[config.mk]
export PLATFORM = sky130hd
export DESIGN_NAME = sector_sec_stream
export DESIGN_NICKNAME = d
export VERILOG_FILES = /design/src/rtl/secc_pkg.sv /design/src/rtl/secc_posgen.sv /design/src/rtl/secc_lane_fold.sv /design/src/rtl/sector_sec_stream.sv
export SDC_FILE = /design/constraint.sdc
export NUM_CORES = 1
export LEC_CHECK = 0
export BUFFER_PORTS_ARGS = -buffer_cell sky130_fd_sc_hd__buf_2
export CELL_PAD_IN_SITES_DETAIL_PLACEMENT = 0
export CELL_PAD_IN_SITES_GLOBAL_PLACEMENT = 1
export CORE_AREA = 3 3 105 182
export DETAILED_ROUTE_END_ITERATION = 8
export DIE_AREA = 0 0 108 185
export PLACE_DENSITY_LB_ADDON = 0.1
export SKIP_LAST_GASP = 1
export SYNTH_ARGS = -nofsm -noshare
export SYNTH_HDL_FRONTEND = slang
export SYNTH_SLANG_ARGS = --single-unit
[constraint.sdc]
create_clock -name clk -period 50 [get_ports clk]
set_input_delay 5 -clock clk [delete_from_list [all_inputs] [get_ports clk]]
set_output_delay 5 -clock clk [all_outputs]
set_load 0.005 [all_outputs]
[src/rtl/secc_pkg.sv]
package secc_pkg;

    typedef enum logic [2:0] {
        ST_IDLE,
        ST_ENC_DATA,
        ST_ENC_CHK,
        ST_SYN_DATA,
        ST_SYN_CHK,
        ST_FIX_DATA,
        ST_FIX_CHK
    } secc_state_e;

    // true for 1, 2, 4, 8, ...
    function automatic logic is_pow2(input logic [15:0] v);
        return (v != 16'd0) && ((v & (v - 16'd1)) == 16'd0);
    endfunction

    // next codeword position that carries data (skips check-bit slots)
    function automatic logic [15:0] step_pos(input logic [15:0] p);
        logic [15:0] q;
        q = p + 16'd1;
        if (is_pow2(q)) q = q + 16'd1;
        return q;
    endfunction

endpackage

[src/rtl/secc_posgen.sv]
module secc_posgen
    import secc_pkg::*;
#(
    parameter int BEAT_W = 8,
    parameter int CHK_W  = 10
) (
    input  logic [CHK_W-1:0]             base,
    output logic [BEAT_W-1:0][CHK_W-1:0] lane_pos,
    output logic [CHK_W-1:0]             next_base
);

    always_comb begin
        logic [CHK_W-1:0] p;
        p = base;
        for (int i = 0; i < BEAT_W; i++) begin
            lane_pos[i] = p;
            p = CHK_W'(step_pos(16'(p)));
        end
        next_base = p;
    end

endmodule

[src/rtl/secc_lane_fold.sv]
module secc_lane_fold #(
    parameter int BEAT_W = 8,
    parameter int CHK_W  = 10
) (
    input  logic [BEAT_W-1:0]            beat,
    input  logic [BEAT_W-1:0][CHK_W-1:0] lane_pos,
    input  logic [CHK_W-1:0]             syn,
    input  logic                         fix_on,
    output logic [CHK_W-1:0]             par,
    output logic [BEAT_W-1:0]            flip
);

    for (genvar g = 0; g < BEAT_W; g++) begin : g_lane
        assign flip[g] = fix_on && (lane_pos[g] == syn);
    end

    always_comb begin
        par = '0;
        for (int i = 0; i < BEAT_W; i++) begin
            if (beat[i]) par = par ^ lane_pos[i];
        end
    end

endmodule

[src/rtl/sector_sec_stream.sv]
module sector_sec_stream
    import secc_pkg::*;
#(
    parameter int DATA_BITS = 512,
    parameter int BEAT_W    = 8,
    parameter int CHK_W     = 10
) (
    input  logic              clk,
    input  logic              rst_n,
    input  logic              start_enc,
    input  logic              start_syn,
    input  logic              start_fix,
    input  logic              in_valid,
    output logic              in_ready,
    input  logic [BEAT_W-1:0] in_data,
    output logic              out_valid,
    input  logic              out_ready,
    output logic [BEAT_W-1:0] out_data,
    output logic              err_fixed,
    output logic              err_uncorr,
    output logic              done
);

    localparam int DATA_BEATS = DATA_BITS / BEAT_W;
    localparam int CHK_BEATS  = (CHK_W + BEAT_W - 1) / BEAT_W;
    localparam int CPAD       = CHK_BEATS * BEAT_W;
    localparam int CNT_W      = $clog2(DATA_BEATS);
    localparam int MAX_POS    = DATA_BITS + CHK_W;
    localparam logic [CHK_W-1:0] MAX_POS_V  = CHK_W'(MAX_POS);
    localparam logic [CHK_W-1:0] FIRST_POS  = CHK_W'(3);
    localparam logic [CNT_W-1:0] LAST_DATA  = CNT_W'(DATA_BEATS - 1);
    localparam logic [CNT_W-1:0] LAST_CHK   = CNT_W'(CHK_BEATS - 1);

    secc_state_e             state, state_nx;
    logic [CNT_W-1:0]        cnt;
    logic [CHK_W-1:0]        pos_base, pos_next;
    logic [CHK_W-1:0]        acc, par, syn_final, chk_in;
    logic [BEAT_W-1:0][CHK_W-1:0] lane_pos;
    logic [BEAT_W-1:0]       flip;
    logic [CPAD-1:0]         chk_in_pad, chk_out_pad;
    logic                    fix_en, any_start, in_fire, out_fire;
    logic                    is_data_st, last_data, last_chk;

    secc_posgen #(.BEAT_W(BEAT_W), .CHK_W(CHK_W)) posgen_i (
        .base      (pos_base),
        .lane_pos  (lane_pos),
        .next_base (pos_next)
    );

    secc_lane_fold #(.BEAT_W(BEAT_W), .CHK_W(CHK_W)) fold_i (
        .beat     (in_data),
        .lane_pos (lane_pos),
        .syn      (acc),
        .fix_on   (fix_en && (state == ST_FIX_DATA)),
        .par      (par),
        .flip     (flip)
    );

    assign any_start   = start_enc || start_syn || start_fix;
    assign in_fire     = in_valid && in_ready;
    assign out_fire    = out_valid && out_ready;
    assign last_data   = (cnt == LAST_DATA);
    assign last_chk    = (cnt == LAST_CHK);
    assign is_data_st  = (state == ST_ENC_DATA) || (state == ST_SYN_DATA) ||
                         (state == ST_FIX_DATA);
    assign chk_in_pad  = CPAD'(in_data) << (BEAT_W * cnt);
    assign chk_in      = chk_in_pad[CHK_W-1:0];
    assign syn_final   = acc ^ chk_in;
    assign chk_out_pad = CPAD'(acc) >> (BEAT_W * cnt);

    // next-state logic
    always_comb begin
        state_nx = state;
        if (start_syn)      state_nx = ST_SYN_DATA;
        else if (start_enc) state_nx = ST_ENC_DATA;
        else if (start_fix) state_nx = ST_FIX_DATA;
        else begin
            unique case (state)
                ST_IDLE:     state_nx = ST_IDLE;
                ST_ENC_DATA: if (in_fire && last_data)  state_nx = ST_ENC_CHK;
                ST_ENC_CHK:  if (out_fire && last_chk)  state_nx = ST_IDLE;
                ST_SYN_DATA: if (in_fire && last_data)  state_nx = ST_SYN_CHK;
                ST_SYN_CHK:  if (in_fire && last_chk)   state_nx = ST_IDLE;
                ST_FIX_DATA: if (in_fire && last_data)  state_nx = ST_FIX_CHK;
                ST_FIX_CHK:  if (in_fire && last_chk)   state_nx = ST_IDLE;
                default:     state_nx = ST_IDLE;
            endcase
        end
    end

    // state register
    always_ff @(posedge clk) begin
        if (!rst_n) state <= ST_IDLE;
        else        state <= state_nx;
    end

    // stream outputs
    always_comb begin
        in_ready  = 1'b0;
        out_valid = 1'b0;
        out_data  = in_data;
        unique case (state)
            ST_IDLE: ;
            ST_ENC_DATA: begin
                in_ready  = out_ready;
                out_valid = in_valid;
            end
            ST_ENC_CHK: begin
                out_valid = 1'b1;
                out_data  = chk_out_pad[BEAT_W-1:0];
            end
            ST_SYN_DATA, ST_SYN_CHK, ST_FIX_CHK: in_ready = 1'b1;
            ST_FIX_DATA: begin
                in_ready  = out_ready;
                out_valid = in_valid;
                out_data  = in_data ^ flip;
            end
            default: ;
        endcase
        if (any_start) begin
            in_ready  = 1'b0;
            out_valid = 1'b0;
        end
    end

    // counters, syndrome and flags
    always_ff @(posedge clk) begin
        if (!rst_n) begin
            cnt        <= '0;
            pos_base   <= FIRST_POS;
            acc        <= '0;
            fix_en     <= 1'b0;
            err_fixed  <= 1'b0;
            err_uncorr <= 1'b0;
            done       <= 1'b0;
        end else if (start_syn || start_enc) begin
            cnt        <= '0;
            pos_base   <= FIRST_POS;
            acc        <= '0;
            fix_en     <= 1'b0;
            err_fixed  <= 1'b0;
            err_uncorr <= 1'b0;
            done       <= 1'b0;
        end else if (start_fix) begin
            cnt      <= '0;
            pos_base <= FIRST_POS;
        end else begin
            if (in_fire || (state == ST_ENC_CHK && out_fire)) begin
                if ((is_data_st && last_data) || (!is_data_st && last_chk))
                    cnt <= '0;
                else
                    cnt <= cnt + 1'b1;
            end
            if (in_fire && is_data_st)
                pos_base <= pos_next;
            if (in_fire && (state == ST_ENC_DATA || state == ST_SYN_DATA))
                acc <= acc ^ par;
            if (in_fire && state == ST_SYN_CHK) begin
                acc <= syn_final;
                if (last_chk) begin
                    err_fixed  <= (syn_final != '0) && (syn_final <= MAX_POS_V);
                    err_uncorr <= (syn_final > MAX_POS_V);
                    fix_en     <= (syn_final != '0) && (syn_final <= MAX_POS_V) &&
                                  !is_pow2(16'(syn_final));
                end
            end
            if ((state == ST_ENC_CHK && out_fire && last_chk) ||
                (state == ST_FIX_CHK && in_fire && last_chk))
                done <= 1'b1;
        end
    end

    AST_FLIP_ONEHOT: assert property (@(posedge clk) disable iff (!rst_n)
        $onehot0(flip));
    AST_FLAG_EXCL: assert property (@(posedge clk) disable iff (!rst_n)
        !(err_fixed && err_uncorr));
    AST_UNCORR_PASSTHRU: assert property (@(posedge clk) disable iff (!rst_n)
        (err_uncorr && out_valid) |-> (out_data == in_data));
    AST_ENC_PASSTHRU: assert property (@(posedge clk) disable iff (!rst_n)
        (state == ST_ENC_DATA && out_valid) |-> (out_data == in_data));
    AST_FLAG_HOLD: assert property (@(posedge clk) disable iff (!rst_n)
        (!start_syn && !start_enc && state != ST_SYN_CHK)
        |=> $stable({err_fixed, err_uncorr}));
    AST_DONE_STICKY: assert property (@(posedge clk) disable iff (!rst_n)
        (done && !start_syn && !start_enc) |=> done);
    AST_POS_BOUND: assert property (@(posedge clk) disable iff (!rst_n)
        is_data_st |-> (pos_base <= MAX_POS_V));

endmodule

**Word level (Yosys, flattened, before mapping)**

Index checks and enable logic that the tools add are counted.

- Flip-flop bits (word level): 33
- Output and inout port bits: 13

- Add/subtract/negate cells: 26
- Order comparisons: 2
- Eq/ne operators: 26
- Shift-type cells: 2
- Multiplexer cells: 33
- Bitwise logic cells: 21
- Reduce and logical (&&, ||, !) cells: 73

Operators with widths:

| cell | number |
|---|---|
| $mux 10 | 18 |
| $logic_not 16->1 | 9 |
| $and 11x16->16 | 8 |
| $reduce_bool 16->1 | 8 |
| $sub 11x1->12 const B | 8 |
| $xor 10x10->10 | 9 |
| $add 10x1->11 const B | 8 |
| $add 10x1->10 const B | 8 |
| $eq 10x10->1 | 8 |
| $logic_and 1x1->1 | 34 |
| $mux 3 | 6 |
| $and 10x16->16 | 1 |
| $pmux 8 s2 | 1 |
| $ne 5x5->1 const B | 3 |
| $pmux 3 s5 | 1 |
| $sub 10x1->11 const B | 1 |
| $gt 10x10->1 const B | 1 |
| $le 10x10->1 const B | 1 |
| $reduce_and 5->1 | 2 |
| $reduce_bool 10->1 | 1 |
| $shl 8x9->10 | 1 |
| $shr 10x9->8 | 1 |
| $eq 3x3->1 const B | 3 |
| $ne 3x3->1 const B | 3 |
| other kinds (22) | 39 |

**Logic depth before layout (Yosys ltp)**

- Depth in word-level cells: 48
- Mapped depth: 98
- Gate-level depth less buffers: 87

**By module**

From an unflattened synthesis, not the netlist that was laid out.

- Cell total of the unflattened synthesis: 1308
- Area total of the unflattened synthesis: 9327.7 µm²

Modules (own cells, without submodules):

| module | instances | cells each | area an instance (µm²) | seq. area each (µm²) |
|---|---|---|---|---|
| secc_posgen | 1 | 712 | 4819.6 | 0.0 |
| sector_sec_stream | 1 | 315 | 2466.1 | 660.6 |
| secc_lane_fold | 1 | 281 | 2042.0 | 0.0 |

**Least setup slack after synthesis**

Ideal clock, no wire load.

- Path kind: reg2out
- Start: register pos_base[1]
- End: output port out_data[7]
- Arrival time: 19.298 ns
- Required time: 45.000 ns
- Slack: 25.702 ns
- Cell stages (with the launch flop): 87
- Path buffers: 10
- Cells stage by stage: dfxtp_1 -> ha_1 -> inv_1 -> ha_1 -> clkbuf_1 -> nand4_1 -> and3b_1 -> a22oi_1 -> or2_1 -> buf_4 -> o21ai_0 -> and2_1 -> clkbuf_1 -> ha_1 -> clkbuf_1 -> inv_1 -> or3_1 -> nor2_1 -> [51 not listed] -> nand2_1 -> xnor2_1 -> ha_1 -> clkbuf_1 -> inv_1 -> or2_2 -> or3_1 -> nor3_2 -> xnor2_1 -> a21o_1 -> o41ai_2 -> o31ai_2 -> nor4_4 -> xor2_1 -> xnor2_1 -> and4_1 -> o21ai_0 -> a221o_1

- Longest elaborated chain between the ends: 46
- Elaborated cells between the ends (all ways): 60
- Classes of those cells: add/sub (21); eq/ne (1); mux (8); bitwise (8); reduce/logical (22)

Ends and longest elaborated chain:

| item | RTL line | text |
|---|---|---|
| start: declaration | sector_sec_stream.sv:36 | `logic [CHK_W-1:0] pos_base, pos_next;` |
| start signal: assignment | sector_sec_stream.sv:155 | `pos_base <= pos_next;` |
| $add 10x1->11 (*) | secc_pkg.sv:21 | `q = p + 16'd1;` |
| $sub 11x1->12 | secc_pkg.sv:15 | `return (v != 16'd0) && ((v & (v - 16'd1)) == 16'd0);` |
| $and 11x16->16 | secc_pkg.sv:15 |  |
| $logic_not 16->1 | secc_pkg.sv:15 |  |
| $logic_and 1x1->1 | secc_pkg.sv:15 |  |
| $mux 10 (*) | secc_pkg.sv:22 | `if (is_pow2(q)) q = q + 16'd1;` |
| $add 10x1->11 (*) | secc_pkg.sv:21 |  |
| $sub 11x1->12 | secc_pkg.sv:15 |  |
| [30 not listed] | -- |  |
| $and 11x16->16 | secc_pkg.sv:15 |  |
| $logic_not 16->1 | secc_pkg.sv:15 |  |
| $logic_and 1x1->1 | secc_pkg.sv:15 |  |
| $mux 10 (*) | secc_pkg.sv:22 |  |
| $eq 10x10->1 (*) | secc_lane_fold.sv:14 | `assign flip[g] = fix_on && (lane_pos[g] == syn);` |
| $logic_and 1x1->1 (*) | secc_lane_fold.sv:14 |  |
| $xor 8x8->8 (*) | sector_sec_stream.sv:116 | `out_data = in_data ^ flip;` |
| $pmux 8 s2 (*) | sector_sec_stream.sv:102 | `unique case (state)` |
| end: declaration | sector_sec_stream.sv:18 | `output logic [BEAT_W-1:0] out_data,` |

Mark *: on every way between the ends. The rest lies on a longest branch, timed or not.

**Final worst setup path**

- Start: register pos_base[0]
- End: output port out_data[7]

Same word-level chain as after synthesis.

==> results.md <==
- The run finished with clean final reports.
- The final number of max-transition violations came to 0.
- The highest net fanout along the worst path is 22.
- The required time at the endpoint of the critical path is approximately 45 ns.
- The number of vias per cell is 6.42.
- Setup violations remaining at the end of the flow were counted as 0.
- Clock latency on the worst-skew pair, taken at its later pin, is 0.28 ns.
- The share of layout cells above drive strength 1 is 8.78%.
- The final route contains 9,893 vias.
- The share of the synthesized area in compound gates (AO/OA/AOI/OAI) is 26.6%.
- The wire length per cell after detailed routing is 21.2 um.
- By count the netlist is led by 186 x nand2_1, 170 x xnor2_1, 113 x nor2_1.
- Entering global routing, the biggest net connects 24 pins.
- For the final database, setup skew stands at 0.00765 ns.
- The total routing usage reported by global routing is 32.2%.
- The share of total power consumed by net switching is between 50% and 60%.
- The netlist area before placement is 9180 um^2.
- In this run the tightest slew margin relative to its limit is between 30% and 40%.
- The category of the worst setup path launch point is a flop.
- The net count of the finished layout is 1,354.
- The post-layout total power is ~0.4 mW.
- The synthesis-to-finish area growth is 3.05%.
- The count of standard-cell rows is 64.
- The number of hold buffers added after CTS was 0.
- The static leakage is 3.22 nW.
- The worst-case IR drop observed on VDD is 0.000106 V.
- The cell with the largest stage delay on the worst path is dfxtp_1.
- For this configuration, the core starts out at a cell density of between 50% and 60%.
- The aggregate global routing overflow is 0.
- The filler cells instantiated in the layout total between 1.5k and 2k.
- At the pin with the least slew margin, the transition time is 0.991 ns.
- The number of instances resized during post-cts repair is 0.
- The number of register bits inferred by synthesis is 33.
- 0 antenna diodes ended up in the layout.
- Counting every net in the synthesized netlist gives 1,389.
- The most frequently used cell type in the post-synthesis netlist is nand2_1.
- The CTS tree is built.
- The number of synthesized flops with an enable pin is 0.
- The worst setup path is captured at an output port.
- In this run the count of I/O pins placed on the die edge is 28.
- After synthesis, the largest family of logic cells by area is simple AND/OR/NAND/NOR gates.
- The total detailed-routing wirelength is between 30,000 and 40,000 um.
- The cell seen most often among critical-path stages is ha_1.
- Clock tree synthesis found a total of 33 sinks.
- The class of the worst hold path is reg -> reg.
- The width of the die is ~110 um.
- Summed over all nets, the half-perimeter wirelength after detailed placement is roughly 26,000 um.
- The average instance in the mapped netlist occupies 6.83 um^2.
- Sorting the synthesized cells by area gives the leading types as xnor2_1 16%, nand2_1 7.6%, dfxtp_1 7.2%.
- After floorplanning, the core was sized to cover 17,700 um^2.
- The residual antenna-violating net count after detailed routing is 0.
- Summing the areas of all xor and xnor instances in the mapped netlist gives 22.7% of the synthesized area.
- Sequential cells account for about 6.6% of the total power.
- The arrival time at the worst endpoint is 23.93 ns.
- The cell type contributing the most total cell area after synthesis is xnor2_1.
- The die covers 20,000 um^2.
- The maximum root-to-sink buffer count is 2.
- Routability-driven placement finished with a final weighted congestion of 0.934.
- The post-route minimum period is 28.93 ns.
- The portion of the clock cycle consumed by the worst path in the final layout is 57.9%.
- The post-route setup TNS is 0 ns.
- In this run the register-to-register setup slack is 24.69 ns.
- For this design the ratio of total power to cell area is 42.7 nW/um^2.
- The first routing iteration left 832 violations.
- Once the clock tree was built, the setup fixing pass inserted 0 buffers.
- After technology mapping, the gate count stands at 1,344.
- The delay of the slowest critical-path stage is 0.83 ns.
- After synthesis, flip-flops and latches occupy ~7% of the total area.
- The internal cell power is 0.178 mW.
- The area share of the leading cell type in the synthesized netlist is ~16%.
- The clock-pin slew on the worst setup and hold paths is 0.05 ns.
- The tree is rooted in a clkbuf_16.
- The number of synthesis warnings is 0.
- The number of clock buffers added by TritonCTS is 5.
- The number of buffers inserted by port buffering is 27.
- The clock group share of total power is 7.4%.
- Setup repair after global routing left no endpoint under its margin.
- The final hold violation count is 0.
- The detailed-routing iteration count for the pre-antenna-repair pass is 5.
- Summed over all nets, the switching power comes to 0.226 mW.
- The relative contribution of combinational cells to total power is 85.9%.
- After synthesis, the share of cell area in mux cells is 2.28%.
- The global-route wire length before repair is between 50,000 and 60,000 um.
- Timing would allow up to 34.6 MHz.
- The DRC violations left is 0.
- The initial antenna violation count came to 1.
- The number of levels the H-tree was split into is 2.
- Of the total synthesized cell area, the portion taken by AND, OR, NAND and NOR gates is roughly a third.
- The max capacitance violation total is 0.
- The leading register cell type out of synthesis is dfxtp_1.
- The number of global-route vias before repair came to 9,520.
- The count of distinct cell types in the synthesized netlist is 113.
- The worst setup path is of the reg -> out kind.
- The die height is between 150 and 200 um.
- The async set-reset flop share out of synthesis is 0%.
- The adder and majority gate portion of the synthesized area is 4.20%.
==> worst max-delay path, delay by kind of cell, from the launching register on <==
kind / cells / cell delay, ns
adder cells (fa/ha/maj): 8 / 3.30
flip-flops: 1 / 0.83
multiplexers: 1 / 0.35
AO/OA/AOI/OAI: 18 / 4.94
buffers and inverters: 4 / 0.40
AND/OR/NAND/NOR: 35 / 8.43
XOR/XNOR: 11 / 5.35
==> layer usage <==
layer  vias up  GRT usage [%]  wire, um  part of all wire [%]
li1       4764              -         -                     -
met1      4637           35.4     12400                    38
met2       360           59.5     16800                    51
met3       130           2.44      1410                   4.3
met4         2           18.5      2110                   6.5
met5         -              0        13                 0.040
==> sequential cells by signal (all words and copies together) (netlist names) <==
name,cells
acc,10
cnt,6
done,1
err_fixed,1
err_uncorr,1
fix_en,1
pos_base,10
state,3
==> cell families after synthesis <==
| family | count (synthesis) |
|---|---|
| DFF | 33 |
| adders and majority gates | 31 |
| muxes | 20 |
| AOI/OAI and AO/OA | 342 |
| buffers and inverters | 115 |
| xor gates and xnor gates | 230 |
| and+or+nand+nor | 573 |
==> power groups by stage <==
stage	Sequential [mW]	Combinational, mW	Clock (mW)
finish	0.0268	0.347	0.0300
global route	0.0268	0.377	0.0315
floorplan	0.0271	0.266	0
global placement	0.0274	0.343	0
CTS	0.0268	0.345	0.0300
detailed placement	0.0274	0.343	0
==> through the flow <==
| step | utilization (%) | instance area, um^2 | instances | setup WS, ns | hold slack (ns) |
|---|---|---|---|---|---|
| floorplan | - | 9180 | 1344 | 25.70 | 0.453 |
| global placement | 52.7 | 9320 | 1533 | 22.25 | 0.445 |
| detailed placement | 52.7 | 9320 | 1533 | 21.88 | 0.450 |
| CTS | 53.5 | 9460 | 1541 | 21.45 | 0.459 |
| global route | 53.5 | 9460 | 1541 | 19.16 | 0.469 |
| finish | 53.5 | 9460 | 1541 | 21.07 | 0.459 |
==> path summary, 6_finish.rpt <==
kind | depth (start not counted) | startpoint | to
worst max-delay path | 77 | pos_base[0] | out_data[7]
worst min-delay path | 2 | err_fixed | err_fixed
worst max register to register | 84 | pos_base[0] | pos_base[1]
worst min register to register | 2 | err_fixed | err_fixed
==> cell type report <==
cell class / instances / area (um^2) / area share (%)
clock buffers: 5 / 125 / 1.32
clock inverters: 3 / 17.5 / 0.185
inverters: 37 / 140 / 1.48
multi-input cells: 1196 / 8030 / 84.8
flip-flops and latches: 33 / 661 / 6.98
well taps: 231 / 289 / 3.06
repair buffers: 36 / 203 / 2.14
==> cell usage in the layout (no fill, tap or decap), drive strengths merged, types with 14 or more instances in the layout <==
cell type	synthesis	routed
a211oi	16	16
a21oi	68	68
a22oi	14	14
a31oi	19	19
and2	27	27
buf	32	36
dfxtp	33	33
ha	30	30
inv	36	36
mux2i	16	16
nand2	189	189
nand3	59	59
nand4	36	36
nor2	117	117
nor3	52	52
nor4	19	19
o211ai	17	17
o21ai	89	89
xnor2	175	175
xor2	55	55
Power figures use the tool's default switching activity.
